$ cat config.mk
export PLATFORM = sky130hd
export DESIGN_NAME = irq_vector_ctrl
export DESIGN_NICKNAME = d
export VERILOG_FILES = /design/src/rtl/vic_pkg.sv /design/src/rtl/vic_init_seq.sv /design/src/rtl/vic_req_latch.sv /design/src/rtl/vic_prio.sv /design/src/rtl/irq_vector_ctrl.sv
export SDC_FILE = /design/constraint.sdc
export NUM_CORES = 1
export LEC_CHECK = 0
export ABC_AREA = 1
export BUFFER_PORTS_ARGS = -buffer_cell sky130_fd_sc_hd__buf_2
export CORE_MARGIN = 3
export CORE_UTILIZATION = 45
export DETAILED_ROUTE_END_ITERATION = 6
export SLEW_MARGIN = 15
export SYNTH_ARGS = -nofsm -noshare
export SYNTH_HDL_FRONTEND = slang
export SYNTH_HIERARCHICAL = 1
export SYNTH_SLANG_ARGS = --single-unit
export TNS_END_PERCENT = 5
$ cat constraint.sdc
create_clock -name clk -period 3.9 [get_ports clk]
set_clock_uncertainty 0.2 [all_clocks]
set_input_delay 0.78 -clock clk [delete_from_list [all_inputs] [get_ports clk]]
set_output_delay 0.78 -clock clk [all_outputs]
set_load 0.05 [all_outputs]
$ cat src/rtl/vic_pkg.sv
`timescale 1ns/1ps
package vic_pkg;
  typedef enum logic [2:0] {
    ST_UNINIT = 3'd0,
    ST_BASE   = 3'd1,
    ST_CASC   = 3'd2,
    ST_MODE   = 3'd3,
    ST_RUN    = 3'd4
  } seq_state_e;

  localparam int CFG_NEED_MODE_BIT = 0;
  localparam int CFG_SINGLE_BIT    = 1;
  localparam int CFG_LEVEL_BIT     = 3;
  localparam int CFG_START_BIT     = 4;
  localparam int MODE_AUTO_BIT     = 1;
  localparam logic [7:0] RETIRE_CODE = 8'h20;
endpackage

$ cat src/rtl/vic_init_seq.sv
`timescale 1ns/1ps
module vic_init_seq
  import vic_pkg::*;
#(
  parameter int DW = 8,
  parameter int N  = 8
) (
  input  logic          clk,
  input  logic          rst_n,
  input  logic          wr,
  input  logic          addr,
  input  logic [DW-1:0] wdata,
  output logic          run,
  output logic          init_start,
  output logic          retire_cmd,
  output logic          level_mode,
  output logic          auto_eoi,
  output logic [DW-1:0] vec_base,
  output logic [DW-1:0] casc_cfg,
  output logic [N-1:0]  mask
);
  seq_state_e    st_q, st_d;
  logic          need_mode_q, need_mode_d;
  logic          single_q, single_d;
  logic          level_q, level_d;
  logic          auto_q, auto_d;
  logic [DW-1:0] base_q, base_d;
  logic [DW-1:0] casc_q, casc_d;
  logic [N-1:0]  mask_q, mask_d;
  logic          cmd_wr, dat_wr;

  assign cmd_wr     = wr & ~addr;
  assign dat_wr     = wr & addr;
  assign init_start = cmd_wr & wdata[CFG_START_BIT];
  assign retire_cmd = cmd_wr & (st_q == ST_RUN) & (wdata == DW'(RETIRE_CODE));

  always_comb begin
    st_d        = st_q;
    need_mode_d = need_mode_q;
    single_d    = single_q;
    level_d     = level_q;
    auto_d      = auto_q;
    base_d      = base_q;
    casc_d      = casc_q;
    mask_d      = mask_q;
    if (init_start) begin
      st_d        = ST_BASE;
      need_mode_d = wdata[CFG_NEED_MODE_BIT];
      single_d    = wdata[CFG_SINGLE_BIT];
      level_d     = wdata[CFG_LEVEL_BIT];
      auto_d      = 1'b0;
      mask_d      = '0;
    end else if (dat_wr) begin
      unique case (st_q)
        ST_BASE: begin
          base_d = wdata;
          if (!single_q)        st_d = ST_CASC;
          else if (need_mode_q) st_d = ST_MODE;
          else                  st_d = ST_RUN;
        end
        ST_CASC: begin
          casc_d = wdata;
          st_d   = need_mode_q ? ST_MODE : ST_RUN;
        end
        ST_MODE: begin
          auto_d = wdata[MODE_AUTO_BIT];
          st_d   = ST_RUN;
        end
        ST_RUN:  mask_d = wdata[N-1:0];
        default: ;
      endcase
    end
  end

  always_ff @(posedge clk or negedge rst_n) begin
    if (!rst_n) begin
      st_q        <= ST_UNINIT;
      need_mode_q <= 1'b0;
      single_q    <= 1'b0;
      level_q     <= 1'b0;
      auto_q      <= 1'b0;
      base_q      <= '0;
      casc_q      <= '0;
      mask_q      <= '1;
    end else begin
      st_q        <= st_d;
      need_mode_q <= need_mode_d;
      single_q    <= single_d;
      level_q     <= level_d;
      auto_q      <= auto_d;
      base_q      <= base_d;
      casc_q      <= casc_d;
      mask_q      <= mask_d;
    end
  end

  assign run        = (st_q == ST_RUN);
  assign level_mode = level_q;
  assign auto_eoi   = auto_q;
  assign vec_base   = base_q;
  assign casc_cfg   = casc_q;
  assign mask       = mask_q;


  init_restart_chk: assert property (@(posedge clk) disable iff (!rst_n)
    init_start |=> (!run && mask == '0));
endmodule

$ cat src/rtl/vic_req_latch.sv
`timescale 1ns/1ps
module vic_req_latch #(
  parameter int N = 8
) (
  input  logic         clk,
  input  logic         rst_n,
  input  logic [N-1:0] lines,
  input  logic         level,
  input  logic         run,
  input  logic [N-1:0] clr,
  output logic [N-1:0] irr
);
  logic [N-1:0] prev_q, irr_q, irr_d, new_rise;

  for (genvar i = 0; i < N; i++) begin : g_line
    assign new_rise[i] = lines[i] & ~prev_q[i] & ~irr_q[i];
    assign irr_d[i] = !run  ? 1'b0 :
                      level ? lines[i] :
                      ((irr_q[i] | (lines[i] & ~prev_q[i])) & ~clr[i]);
  end

  always_ff @(posedge clk or negedge rst_n) begin
    if (!rst_n) begin
      prev_q <= '0;
      irr_q  <= '0;
    end else begin
      prev_q <= lines;
      irr_q  <= irr_d;
    end
  end

  assign irr = irr_q;


  edge_latch_chk: assert property (@(posedge clk) disable iff (!rst_n)
    (run && !level) |=> ((irr & $past(new_rise)) == $past(new_rise)));
endmodule

$ cat src/rtl/vic_prio.sv
`timescale 1ns/1ps
module vic_prio #(
  parameter int N  = 8,
  parameter int IW = $clog2(N)
) (
  input  logic [N-1:0]  pend,
  input  logic [N-1:0]  isr,
  output logic [N-1:0]  win_oh,
  output logic [IW-1:0] win_idx,
  output logic [N-1:0]  isr_top_oh,
  output logic          any
);
  logic [N-1:0] allow, elig;

  assign isr_top_oh = isr & (~isr + N'(1));
  assign allow      = (isr == '0) ? {N{1'b1}} : (isr_top_oh - N'(1));
  assign elig       = pend & allow;
  assign win_oh     = elig & (~elig + N'(1));
  assign any        = |elig;

  always_comb begin
    win_idx = '0;
    for (int i = N - 1; i >= 0; i--) begin
      if (win_oh[i]) win_idx = IW'(i);
    end
  end
endmodule

$ cat src/rtl/irq_vector_ctrl.sv
`timescale 1ns/1ps
module irq_vector_ctrl
  import vic_pkg::*;
#(
  parameter int N  = 8,
  parameter int DW = 8
) (
  input  logic          clk,
  input  logic          rst_n,
  input  logic          bus_wr,
  input  logic          bus_addr,
  input  logic [DW-1:0] bus_wdata,
  output logic [DW-1:0] bus_rdata,
  input  logic [N-1:0]  irq_lines,
  input  logic          cpu_ack,
  output logic          cpu_int
);
  localparam int IW = $clog2(N);

  logic          run, init_start, retire_cmd, level_mode, auto_eoi, any, take;
  logic [DW-1:0] vec_base, casc_cfg, vec;
  logic [N-1:0]  mask, irr, pend, win_oh, isr_top_oh, req_clr;
  logic [N-1:0]  isr_q, isr_d;
  logic [IW-1:0] win_idx;

  vic_init_seq #(.DW(DW), .N(N)) u_seq (
    .clk(clk), .rst_n(rst_n), .wr(bus_wr), .addr(bus_addr), .wdata(bus_wdata),
    .run(run), .init_start(init_start), .retire_cmd(retire_cmd),
    .level_mode(level_mode), .auto_eoi(auto_eoi), .vec_base(vec_base),
    .casc_cfg(casc_cfg), .mask(mask)
  );

  vic_req_latch #(.N(N)) u_req (
    .clk(clk), .rst_n(rst_n), .lines(irq_lines), .level(level_mode),
    .run(run), .clr(req_clr), .irr(irr)
  );

  assign pend = irr & ~mask;

  vic_prio #(.N(N), .IW(IW)) u_pick (
    .pend(pend), .isr(isr_q), .win_oh(win_oh), .win_idx(win_idx),
    .isr_top_oh(isr_top_oh), .any(any)
  );

  assign cpu_int = run & any;
  assign take    = cpu_ack & cpu_int;
  assign req_clr = (take && !level_mode) ? win_oh : '0;
  assign vec     = vec_base + DW'(win_idx);

  always_comb begin
    isr_d = isr_q;
    if (init_start || !run) begin
      isr_d = '0;
    end else begin
      if (retire_cmd)          isr_d = isr_d & ~isr_top_oh;
      if (take && !auto_eoi)   isr_d = isr_d | win_oh;
    end
  end

  always_ff @(posedge clk or negedge rst_n) begin
    if (!rst_n) isr_q <= '0;
    else        isr_q <= isr_d;
  end

  always_comb begin
    if (take)          bus_rdata = vec;
    else if (bus_addr) bus_rdata = DW'(mask);
    else               bus_rdata = casc_cfg;
  end


  auto_retire_chk: assert property (@(posedge clk) disable iff (!rst_n)
    auto_eoi |-> (isr_q == '0));


  nest_order_chk: assert property (@(posedge clk) disable iff (!rst_n)
    (cpu_int && isr_q != '0) |-> (win_oh < isr_top_oh));


  mask_block_chk: assert property (@(posedge clk) disable iff (!rst_n)
    cpu_int |-> ((win_oh & mask) == '0));


  ack_enter_chk: assert property (@(posedge clk) disable iff (!rst_n)
    (take && !auto_eoi && !retire_cmd && !init_start) |=>
      (isr_q == ($past(isr_q) | $past(win_oh))));


  stray_ack_chk: assert property (@(posedge clk) disable iff (!rst_n)
    (cpu_ack && !cpu_int && run && !retire_cmd && !init_start) |=> $stable(isr_q));


  retire_one_chk: assert property (@(posedge clk) disable iff (!rst_n)
    (retire_cmd && !take && isr_q != '0) |=>
      ($countones(isr_q) + 1 == $countones($past(isr_q))));
endmodule

---- Yosys cells after proc, flatten, opt, wreduce, memory -nomap -nowiden ----
Cells that the tools add are included.
storage, ports and cells
  register bits ........................... 55
  bits of input ports ..................... 21
  output and inout bits ................... 9
  logic and storage cells ................. 139
cells by class
  add/subtract/negate cells ............... 4
  equal/unequal tests ..................... 5
  mux-type cells .......................... 43
  bitwise gates (word level) .............. 59
  reductions and logical operators ........ 17
operators with widths
  cell                   number
  $mux W8                11
  $and A8 B8 Y8          5
  $mux W3                12
  $not A8 Y8             4
  $and A1 B1 Y1          23
  $mux W1                19
  $not A1 Y1             18
  $add A8 B1 Y8 const B  2
  $pmux W3 S3            1
  $add A8 B3 Y8          1
  $eq A8 B6 Y1 const B   1
  $logic_not A8 Y1       1
  $or A1 B1 Y1           8
  $or A8 B8 Y8           1
  $reduce_or A8 Y1       1
  $sub A8 B1 Y8 const B  1
  $eq A3 B2 Y1 const B   2
  $reduce_and A2 Y1      3
  $reduce_and A3 Y1      2
  $reduce_bool A2 Y1     3
  $reduce_bool A4 Y1     1
  $eq A3 B1 Y1 const B   1
  $eq A3 B3 Y1 const B   1
  $logic_not A1 Y1       3
  2 further kinds        3

---- Logic depth before layout (Yosys ltp) ----
Gate-level depths: netlist of run 1.
  depth after elaboration ................. 19
  depth in mapped cells ................... 17
  mapped depth without buffers ............ 17

---- Hierarchy ----
The synthesis of run 1 kept the hierarchy.
modules (own cells, without submodules)
  module           instances  cells an instance  area each (sq um)  seq. area each (sq um)
  vic_init_seq     1          157                1,442.6            785.8
  irq_vector_ctrl  1          164                935.9              200.2
  vic_req_latch    1          83                 694.4              400.4
  vic_prio         1          66                 334.1              0.0

---- Worst setup path before layout of run 1 ----
No wires, ideal clock.
  path type ............................... flip-flop to output port
  start point ............................. register u_seq.mask_q[0] (netlist: u_seq/mask[0])
  end point ............................... output bus_rdata[4]
  arrival ................................. 3.168 ns
  data required time ...................... 2.920 ns
  slack ................................... -0.248 ns
  cell stages (with the launch flop) ...... 15
  buffers on the path ..................... 0
  cells stage by stage .................... dfstp_2 > nor2_1 > inv_1 > nor2_1 > a21oi_2 > nand2_1 > nor2_1 > inv_1 > nand4_1 > ha_1 > inv_1 > fa_1 > o21ai_2 > a21oi_1 > o21ai_0
on the way
  elaborated cells on any way between the ends .. 19
  classes of those cells .................. 2 x add/sub; 9 x mux; 7 x bitwise; 1 x reduce/logical
RTL lines
  what                    line                   text
  start, declared         vic_init_seq.sv:29     logic [N-1:0] mask_q, mask_d;
  start signal, assigned  vic_init_seq.sv:93     mask_q <= mask_d;
  $not A8 Y8 *            irq_vector_ctrl.sv:38  assign pend = irr & ~mask;
  $and A8 B8 Y8 *         irq_vector_ctrl.sv:38
  named net pend[0]       irq_vector_ctrl.sv:22  logic [N-1:0] mask, irr, pend, win_oh, isr_top_oh, req_clr;
  $and A8 B8 Y8 *         vic_prio.sv:17         assign elig = pend & allow;
  $not A8 Y8              vic_prio.sv:18         assign win_oh = elig & (~elig + N'(1));
  $add A8 B1 Y8           vic_prio.sv:18
  $and A8 B8 Y8 *         vic_prio.sv:18
  named net win_oh[0]     irq_vector_ctrl.sv:22
  $mux W3 *               vic_prio.sv:24         if (win_oh[i]) win_idx = IW'(i);
  named net win_idx[0]    irq_vector_ctrl.sv:24  logic [IW-1:0] win_idx;
  $add A8 B3 Y8 *         irq_vector_ctrl.sv:48  assign vec = vec_base + DW'(win_idx);
  $mux W8 *               irq_vector_ctrl.sv:66  if (take) bus_rdata = vec;
  end, declared           irq_vector_ctrl.sv:13  output logic [DW-1:0] bus_rdata,
Mark *: on every way through the listed nets, which the timed path passes. The rest lies on a longest branch.

---- Final worst setup path of run 1 ----
  start point ............................. register u_seq.mask_q[0] (netlist: u_seq/mask[0])
  end point ............................... output bus_rdata[6]
The elaborated chain is that of the path after synthesis.

==> results_dict.tcl, run 1 <==
set metrics [dict create \
    status "finished clean" \
    worstPathMaxFanout 4 \
    hold_buffers 0 \
    start_util_pct 46.72 \
    synth_fp_nets 495 \
    final_core_util_pct 52.61 \
    cts_root_buf "clkbuf_8" \
    core-area_sq_um 7292 \
    drv_cap 0 \
    design_power_total_w 0.002179 \
    vdd_ir_drop_max_mv 0.2468 \
    crit_top_cell "nand2_1" \
    clkLatencyLatePin_ns 0.31 \
    area_delta_synth_final_pct 12.60 \
    synth_top_area_share_pct 34.52 \
    grt_remaining_overflow 0 \
    multi_input_area_sq_um 1699 \
    regArea_sq_um 1389 \
    ys_seq_elements 55 \
    min_period_ns 3.855 \
    worstPathCellList "nor2_2 -> inv_2 -> nor2_2 -> a21oi_2 -> nand3_2 -> nor2_4 -> nand2_1 -> nand4_1 -> ha_2 -> inv_2 -> fa_2 -> o21ai_4 -> nand2_1 -> nand2_1 -> nand3_1 -> nand2_1 -> buf_6" \
    dr.pass1.iters 4 \
    wl_per_cell_um 13.56 \
    fin_setup_tns_ns 0 \
    cts_buffers 5 \
    syn_inst 470 \
    hold_class "primary input to async pin" \
    cp_slowest_cell "dfstp_2" \
    hold_violations 0 \
    yosysSeqAreaShare_pct 40.69 \
    portBuffers 29 \
    fin_area_sq_um 3836 \
    die_width_um 93.01 \
    end_kind "output pin" \
    grt_pass1_wl_mm 13.63 \
    dp_slack_ns 0.2113 \
    crit_arrival_ns 2.88 \
    drt-total-wl_mm 8.163 \
    slowest_delay_ns 0.55 \
    avgViaCountPerCell 4.812 \
    post-route-drc-count 0 \
    gp_congestion 0.8992 \
    synth_enable_flop_cells 0 \
    yosys_warnings 6 \
    num_rows 31 \
    setup_viol 0 \
    dieHeight_um 93.01 \
    mappedNetlistArea_sq_um 3407 \
    drive_gt1_share_pct 24.25 \
    startpoint_type "register" \
    worst_pin_slew_ns 0.6244 \
    die_area_sq_um 8651 \
    yosysTopAreaCell "dfrtp_1" \
    ys.flop_type "dfrtp_1" \
    place_hpwl_mm 6.032 \
    cts_tree "built" \
    slew_headroom_pct 58.38 \
    critPathRequiredTime_ns 2.92 \
    synth_area_leaders "dfrtp_1, nand2_1, inv_1, dfstp_2, nor2_1" \
    async_reset_ff_share_pct 100.0 \
    clkSlewWorstSetupHoldPaths_ns 0.10 \
    critPathKind "register to output pin" \
    synth_common_cells "nand2_1, inv_1, dfrtp_1, nor2_1, nand3_1" \
    power.leakage_nw 1.930 \
    yosysMostFrequentCell "nand2_1" \
    n_antenna_cell 0 \
    cts.htree.levels 2 \
    ios 30 \
    finalNetCount 527 \
    fillers 761 \
    cts_buffer_depth 2 \
    synth.distinct_cells 36 \
    placed_cell_area_sq_um 3615 \
    grt_pass1_vias 2756 \
    track_usage_pct 19.89 \
    cts_sinks 55 \
    post-route-period-util_pct 98.86 \
    grt_max_degree 23 \
    vias 2897 \
    antenna_found_initial 0 \
    drtAntennaViolNets 0 \
    power_density_nw_per_um2 568.1 \
    first_iter_violations 157 \
    worst_slack_ns 0.04455 \
    fmax_ghz 0.2594 \
    maxSlewViolCount 0 \
    rsz0062_at_grt "true" \
    synth.avg_cell_area_sq_um 7.249 \
]
layer usage:
metal | GRT usage (%) | vias to the layer above | wire [um]
met2 | 31.01 | 55 | 3724
met1 | 29.62 | 1318 | 4058
met4 | 4.029 | 0 | 105
met3 | 2.735 | 11 | 274
met5 | 0 | - | 0
li1 | - | 1513 | -
metrics by stage:
step | cells | hold WS (ns)
after detailed placement | 591 | 0.2681
after floorplan | 470 | 0.2466
after CTS | 600 | 0.2522
after global routing | 602 | 0.2525
final | 602 | 0.2374
after global placement | 591 | 0.2639
power by group:
group	switching [W]	total (W)	internal, W
combinational	0.000598	0.000922	0.000323
sequential	0.000129	0.000857	0.000728
clock	0.000192	0.000400	0.000208
total	0.000920	0.00218	0.00126
kinds of logic after synthesis:
family	after synthesis	share of synthesized area, %
AND/OR/NAND/NOR	274	36.61
buffers and inverters	88	11.31
flip-flops	55	40.69
AO/OA/AOI/OAI	47	9.144
adder cells (fa/ha/maj)	4	1.689
XOR/XNOR	1	0.2571
multiplexers	1	0.2938
registers in the layout (all words and copies together), names as in the netlist:
name,flops
u_seq/auto_eoi,1
u_seq/need_mode_q,1
u_seq/level_mode,1
isr_q,8
u_seq/st_q,3
u_seq/single_q,1
u_req/prev_q,8
u_seq/mask,8
u_seq/casc_cfg,8
u_req/irr,8
u_seq/vec_base,8
final cells by class:
class / count / area share (%)
multi-input cells: 328 / 44.29
flip-flops and latches: 55 / 36.20
inverters: 77 / 7.665
repair buffers: 35 / 5.545
well taps: 99 / 3.229
clock buffers: 6 / 2.153
clock inverters: 2 / 0.9132
worst paths after layout:
path / from / end / slack [ns] / depth (start not counted)
max: u_seq/mask[0]$_DFFE_PN1P_ / bus_rdata[6] / 0.04 / 17
max in group asynchronous: rst_n / u_seq/mask[7]$_DFFE_PN1P_ / 2.50 / 2
min in group clk: u_seq/casc_cfg[2]$_DFFE_PN0P_ / u_seq/casc_cfg[2]$_DFFE_PN0P_ / 0.29 / 2
min reg2reg: u_seq/casc_cfg[2]$_DFFE_PN0P_ / u_seq/casc_cfg[2]$_DFFE_PN0P_ / 0.29 / 2
min: rst_n / u_req/prev_q[6]$_DFF_PN0_ / 0.24 / 1
max reg2reg: u_seq/mask[0]$_DFFE_PN1P_ / u_req/irr[0]$_DFF_PN0_ / 1.15 / 15
cell usage in the layout (no fill, tap or decap), types with 9 or more instances in the layout:
cell       n
a21oi_1   16
nor2_4     9
nor2_1    36
o21ai_2   16
nor2_2    13
dfrtp_1   45
buf_2     23
inv_1     68
nand3_1   21
nand2_1  170
worst max-delay path, delay by kind of cell (launching register included):
kind,cells,cell delay (ns)
compound gates,2,0.34
fa+ha+maj,2,0.60
buf+inv,3,0.27
flops,1,0.55
simple gates,10,0.81
timing repair:
action,4_1_cts,5_1_grt
gates cloned,1,0
setup buffers,0,2
pin swaps,2,6
gates resized for setup,5,22
endpoints found under the setup margin,3,7
Note: power is estimated with default switching activity, not from simulation.
==> run 2, diff against run 1 <==
--- a/config.mk
+++ b/config.mk
@@ -13,6 +13,5 @@
 export SLEW_MARGIN = 15
 export SYNTH_ARGS = -nofsm -noshare
 export SYNTH_HDL_FRONTEND = slang
-export SYNTH_HIERARCHICAL = 1
 export SYNTH_SLANG_ARGS = --single-unit
 export TNS_END_PERCENT = 5
==> results_dict.tcl, run 2 <==
set metrics [dict create \
    status "finished with violations" \
    violations "negative setup slack" \
    dr.pass1.iters 4 \
    yosysTopAreaCell "dfrtp_1" \
    mappedNetlistArea_sq_um 2942 \
    worst_pin_slew_ns 0.5108 \
    post-route-period-util_pct 103.7 \
    n_antenna_cell 0 \
    grt_pass1_wl_mm 13.35 \
    drt-total-wl_mm 8.440 \
    cp_top_family "simple AND/OR/NAND/NOR gates" \
    num_rows 28 \
    critPathKind "register to output pin" \
    yosys_warnings 0 \
    placed_cells 480 \
    synth.avg_cell_area_sq_um 7.865 \
    setup_viol 4 \
    post-route-drc-count 0 \
    synth.distinct_cells 32 \
    area_delta_synth_final_pct 21.31 \
    critPathRequiredTime_ns 2.92 \
    rsz0062_at_grt "true" \
    yosysSeqAreaShare_pct 47.13 \
    ff2ff_path_depth 9 \
    cts.htree.levels 2 \
    grt_max_degree 27 \
    cts_root_buf "clkbuf_8" \
    worstPathMaxFanout 5 \
    dieHeight_um 86.85 \
    power.leakage_nw 1.745 \
    worst_slack_ns -0.1432 \
    die_width_um 86.85 \
    clkSlewWorstSetupHoldPaths_ns 0.11 \
    end_kind "output pin" \
    grt_remaining_overflow 0 \
    min_period_ns 4.043 \
    core-area_sq_um 6131 \
    synth_fp_nets 399 \
    synth_top_area_share_pct 39.98 \
    avgViaCountPerCell 5.394 \
    hold_violations 0 \
    fmax_ghz 0.2473 \
    design_power_total_w 0.002092 \
    wl_per_cell_um 16.78 \
    ios 30 \
    final_common_cell "nand2_1" \
    async_reset_ff_share_pct 100.0 \
    drtAntennaViolNets 0 \
    crit_buf_inv 4 \
    synth_common_cells "nand2_1, inv_1, o21ai_0, dfrtp_1, nor2_1" \
    hold_buffers 0 \
    startpoint "isr_q[0]$_DFF_PN0_" \
    gp_congestion 1.014 \
    vias 2713 \
    finalNonFillerCells 503 \
    cts_buffer_depth 2 \
    place_hpwl_mm 6.008 \
    cp-endpoint "bus_rdata[6]" \
    worstSetupPathDepth 20 \
    layout_common_cells "nand2_1, inv_1, o21ai_0" \
    ys.flop_type "dfrtp_1" \
    cts_buffers 5 \
    slowest_delay_ns 0.43 \
    slew_headroom_pct 65.85 \
    first_iter_violations 239 \
    reg2reg_from "isr_q[1]$_DFF_PN0_" \
    hold_class "primary input to async pin" \
    maxSlewViolCount 0 \
    antenna_found_initial 0 \
    drv_cap 0 \
    ff2ff_setup_slack_ns 1.78 \
    cts_sinks 55 \
    startpoint_type "register" \
    clkLatencyLatePin_ns 0.32 \
    crit_arrival_ns 3.06 \
    yosysMostFrequentCell "nand2_1" \
    synth_enable_flop_cells 0 \
    power_density_nw_per_um2 586.3 \
    syn_inst 374 \
    cts_tree "built" \
    reg2reg_to "isr_q[2]$_DFF_PN0_" \
    track_usage_pct 22.99 \
    start_util_pct 47.98 \
    ys_seq_elements 55 \
    worstPathCellList "nor2_4 -> buf_4 -> nand3_4 -> nand2_2 -> nor2_4 -> nand2_1 -> nor2_2 -> nor3_2 -> o21ai_1 -> ha_2 -> inv_2 -> fa_2 -> inv_2 -> a21oi_2 -> nor2_2 -> nand3_1 -> xnor2_1 -> nand2_1 -> o21ai_2 -> buf_6" \
    vdd_ir_drop_max_mv 0.3071 \
    drive_gt1_share_pct 24.53 \
    cp_slowest_cell "dfrtp_1" \
    grt_pass1_vias 2682 \
    die_area_sq_um 7543 \
    synth_area_leaders "dfrtp_1, o21ai_0, nand2_1, inv_1, dfstp_2" \
    portBuffers 29 \
    finalNetCount 452 \
]
## run 2: changes by cell type after synthesis, moves of 5 or more
cell     change
nand3_2      -5
nand3_1      -9
xor2_1       +5
nand4_1     +12
inv_2        -6
nand2_1     -98
o21ai_0     +48
inv_1       -13
nor2_2       -8
nor2_1      -10
o22ai_1      +8
o21ai_2     -17
## run 2: per-stage QoR
step / util, % / instance area [sq um] / setup TNS [ns] / setup WS, ns / hold slack [ns]
global route: 58.20 / 3568 / -1.543 / -0.3346 / 0.1650
floorplan: - / 2942 / -0.4722 / -0.2225 / 0.2478
finish: 58.20 / 3568 / -0.3404 / -0.1432 / 0.1598
detailed placement: 52.65 / 3228 / -0.03383 / -0.03383 / 0.2788
global placement: 52.65 / 3228 / 0 / 0.01809 / 0.2635
CTS: 55.69 / 3415 / -0.4923 / -0.2466 / 0.1501
## run 2: timing repair
action / 4_1_cts / 5_1_grt
resized for setup: 20 / 25
pin swaps: 11 / 19
cloned: 0 / 0
endpoints found under the setup margin: 6 / 7
setup buffers: 4 / 11
## run 2: worst reg2reg max path, stage by stage, from the launching register on
cell     delay, ns
dfrtp_1       0.42
nor2_4        0.19
buf_4         0.17
nand3_4       0.10
nand2_2       0.12
nor2_4        0.05
buf_4         0.15
a21oi_4       0.29
nand4_1       0.19
a21oi_1       0.16
## run 2: worst min path at each step
| stage | startpoint | to | slack, ns | cells past startpoint |
|---|---|---|---|---|
| 2_1_floorplan | u_seq.casc_cfg[4]$_DFFE_PN0P_ | u_seq.casc_cfg[4]$_DFFE_PN0P_ | 0.25 | 2 |
| 3_3_place_gp | u_seq.casc_cfg[6]$_DFFE_PN0P_ | u_seq.casc_cfg[6]$_DFFE_PN0P_ | 0.26 | 2 |
| 3_5_place_dp | u_seq.casc_cfg[4]$_DFFE_PN0P_ | u_seq.casc_cfg[4]$_DFFE_PN0P_ | 0.28 | 2 |
| 4_1_cts | rst_n | u_seq.vec_base[7]$_DFFE_PN0P_ | 0.15 | 1 |
| 5_1_grt | rst_n | u_seq.vec_base[7]$_DFFE_PN0P_ | 0.16 | 1 |
| 6_report | rst_n | u_seq.vec_base[6]$_DFFE_PN0P_ | 0.16 | 1 |
## run 2: final cells by class
| class | count | area (sq um) |
|---|---|---|
| inverters | 59 | 226.5 |
| clock inverters | 2 | 17.52 |
| well taps | 75 | 93.84 |
| fillers | 563 | 2562 |
| flip-flops and latches | 55 | 1386 |
| clock buffers | 6 | 82.58 |
| multi-input cells | 252 | 1393 |
| repair buffers | 54 | 369.1 |
## run 2: routing by layer
| layer | global-route usage, % | vias up | share of wire [%] |
|---|---|---|---|
| li1 | - | 1337 | - |
| met2 | 34.58 | 87 | 44 |
| met1 | 33.61 | 1265 | 47 |
| met5 | 0 | - | 0 |
| met4 | 8.499 | 0 | 3.0 |
| met3 | 3.217 | 24 | 5.7 |
## run 2: kinds of logic after synthesis
logic type / share of synthesized area (%)
buffers and inverters: 8.805
AND/OR/NAND/NOR: 23.78
XOR/XNOR: 1.786
adder cells (fa/ha/maj): 1.957
flip-flops: 47.13
AO/OA/AOI/OAI: 16.55
## run 2: power breakdown
| group | leakage, nW | switching, W | internal (W) |
|---|---|---|---|
| Sequential | 0.686 | 0.0000955 | 0.000729 |
| Clock | 0.0522 | 0.000200 | 0.000149 |
| Combinational | 1.01 | 0.000588 | 0.000331 |
==> run 3, diff against run 2 <==
--- a/config.mk
+++ b/config.mk
@@ -7,9 +7,10 @@
 export LEC_CHECK = 0
 export ABC_AREA = 1
 export BUFFER_PORTS_ARGS = -buffer_cell sky130_fd_sc_hd__buf_2
-export CORE_MARGIN = 3
+export CORE_MARGIN = 2
 export CORE_UTILIZATION = 45
 export DETAILED_ROUTE_END_ITERATION = 6
+export SKIP_LAST_GASP = 1
 export SLEW_MARGIN = 15
 export SYNTH_ARGS = -nofsm -noshare
 export SYNTH_HDL_FRONTEND = slang
==> results_dict.tcl, run 3 (synthesis results as in run 2) <==
set metrics [dict create \
    status "finished with violations" \
    violations "negative setup slack" \
    hold_end "u_seq.casc_cfg[6]$_DFFE_PN0P_" \
    drtAntennaViolNets 0 \
    final_common_cell "nand2_1" \
    fillers 585 \
    startpoint_type "register" \
    cts_tree "built" \
    drv_cap 0 \
    core-area_sq_um 6350 \
    antenna_found_initial 0 \
    power_density_nw_per_um2 578.5 \
    grt_remaining_overflow 0 \
    clkLatencyLatePin_ns 0.32 \
    worstPathMaxFanout 3 \
    crit_arrival_ns 3.02 \
    critPathRequiredTime_ns 2.92 \
    reg2reg_to "isr_q[2]$_DFF_PN0_" \
    maxSlewViolCount 0 \
    finalNonFillerCells 501 \
    finalNetCount 448 \
    layout_common_cells "nand2_1, inv_1, o21ai_0" \
    drt-total-wl_mm 7.829 \
    slew_headroom_pct 40.77 \
    hold_violations 0 \
    cts.htree.levels 2 \
    die_area_sq_um 7200 \
    wl_per_cell_um 15.63 \
    area_delta_synth_final_pct 19.10 \
    place_hpwl_mm 5.612 \
    end_kind "output pin" \
    track_usage_pct 22.75 \
    n_antenna_cell 0 \
    clkSlewWorstSetupHoldPaths_ns 0.11 \
    cts_buffers 5 \
    min_period_ns 4.004 \
    rsz0062_at_grt "true" \
    dieHeight_um 84.85 \
    fmax_ghz 0.2498 \
    start_util_pct 46.33 \
    worst_pin_slew_ns 0.8884 \
    grt_pass1_vias 2539 \
    post-route-drc-count 0 \
    vdd_ir_drop_max_mv 0.3205 \
    grt_max_degree 39 \
    ios 30 \
    avgViaCountPerCell 5.377 \
    dr.pass1.iters 5 \
    critPathKind "register to output pin" \
    ff2ff_path_depth 10 \
    grt_pass1_wl_mm 12.83 \
    hold_class "register to register" \
    power.leakage_nw 1.718 \
    portBuffers 29 \
    vias 2694 \
    setup_viol 4 \
    die_width_um 84.85 \
    whs_path_depth 2 \
    post-route-period-util_pct 102.7 \
    final_core_util_pct 55.17 \
    min_from "u_seq.casc_cfg[6]$_DFFE_PN0P_" \
    reg2reg_from "isr_q[1]$_DFF_PN0_" \
    ff2ff_setup_slack_ns 1.81 \
    worst_slack_ns -0.1040 \
    cts_buffer_depth 2 \
    gp_congestion 0.9107 \
    first_iter_violations 216 \
    design_power_total_w 0.002027 \
    cts_sinks 55 \
    num_rows 29 \
    drive_gt1_share_pct 23.82 \
    placed_cells 481 \
    cts_root_buf "clkbuf_8" \
]
[run 3: worst max-delay path by stage]
stage                                         start  slack [ns]            to
after floorplan                  isr_q[1]$_DFF_PN0_       -0.22  bus_rdata[7]
after global placement    u_seq.mask[0]$_DFFE_PN1P_        0.04  bus_rdata[6]
after detailed placement  u_seq.mask[0]$_DFFE_PN1P_      -0.002  bus_rdata[6]
after CTS                        isr_q[0]$_DFF_PN0_       -0.18  bus_rdata[6]
after global routing             isr_q[1]$_DFF_PN0_       -0.31  bus_rdata[7]
final                     u_seq.mask[0]$_DFFE_PN1P_       -0.10  bus_rdata[6]
[run 3: cell type report]
cell class	count	area, sq um	share of cell area (%)
inverter	59	226.5	6.464
sequential	55	1386	39.57
clock inverter	3	26.28	0.7500
multi-input combinational	252	1375	39.25
timing repair buffer	50	324.1	9.250
clock buffer	5	68.82	1.964
tap	77	96.34	2.750
[run 3: power by group]
group	total (W)	leakage (nW)	switching [W]	internal (W)
registers	0.000817	0.686	0.0000887	0.000728
logic	0.000870	0.983	0.000568	0.000302
clock network	0.000339	0.0491	0.000206	0.000133
[run 3: repair_timing]
item	in CTS	in global routing
hold buffers	0	0
setup endpoints to repair	4	7
pin swaps	13	13
setup buffers	7	5
resized for setup	17	20
[run 3: metal layers]
layer,part of all wire (%),global-route usage [%],vias to the layer above
li1,-,-,1332
met3,5.8,3.891,8
met4,0.92,5.483,0
met1,49,35.16,1278
met5,0,0,-
met2,44,33.43,76
[run 3: worst max-delay path, stage by stage, from the launching register on]
cell,delay (ns)
dfstp_2,0.54
inv_2,0.03
nand3b_1,0.15
nand2_4,0.09
nor2_4,0.13
nand2_1,0.08
nor2_2,0.15
nor3_1,0.06
o21ai_1,0.11
ha_2,0.21
inv_2,0.04
fa_2,0.35
inv_2,0.06
a21oi_2,0.04
nor2_2,0.10
nand3_1,0.09
xnor2_1,0.15
nand2_1,0.08
o21ai_2,0.06
buf_6,0.17
[run 3: metrics by stage]
| stage | hold WS (ns) | setup TNS (ns) | area [sq um] | setup slack (ns) |
|---|---|---|---|---|
| 2_1_floorplan | 0.2478 | -0.4722 | 2942 | -0.2225 |
| 3_3_place_gp | 0.2618 | 0 | 3223 | 0.03669 |
| 3_5_place_dp | 0.2701 | -0.002064 | 3223 | -0.002064 |
| 4_1_cts | 0.2947 | -0.4257 | 3413 | -0.1789 |
| 5_1_grt | 0.3205 | -1.484 | 3503 | -0.3105 |
| 6_report | 0.2897 | -0.2816 | 3503 | -0.1040 |
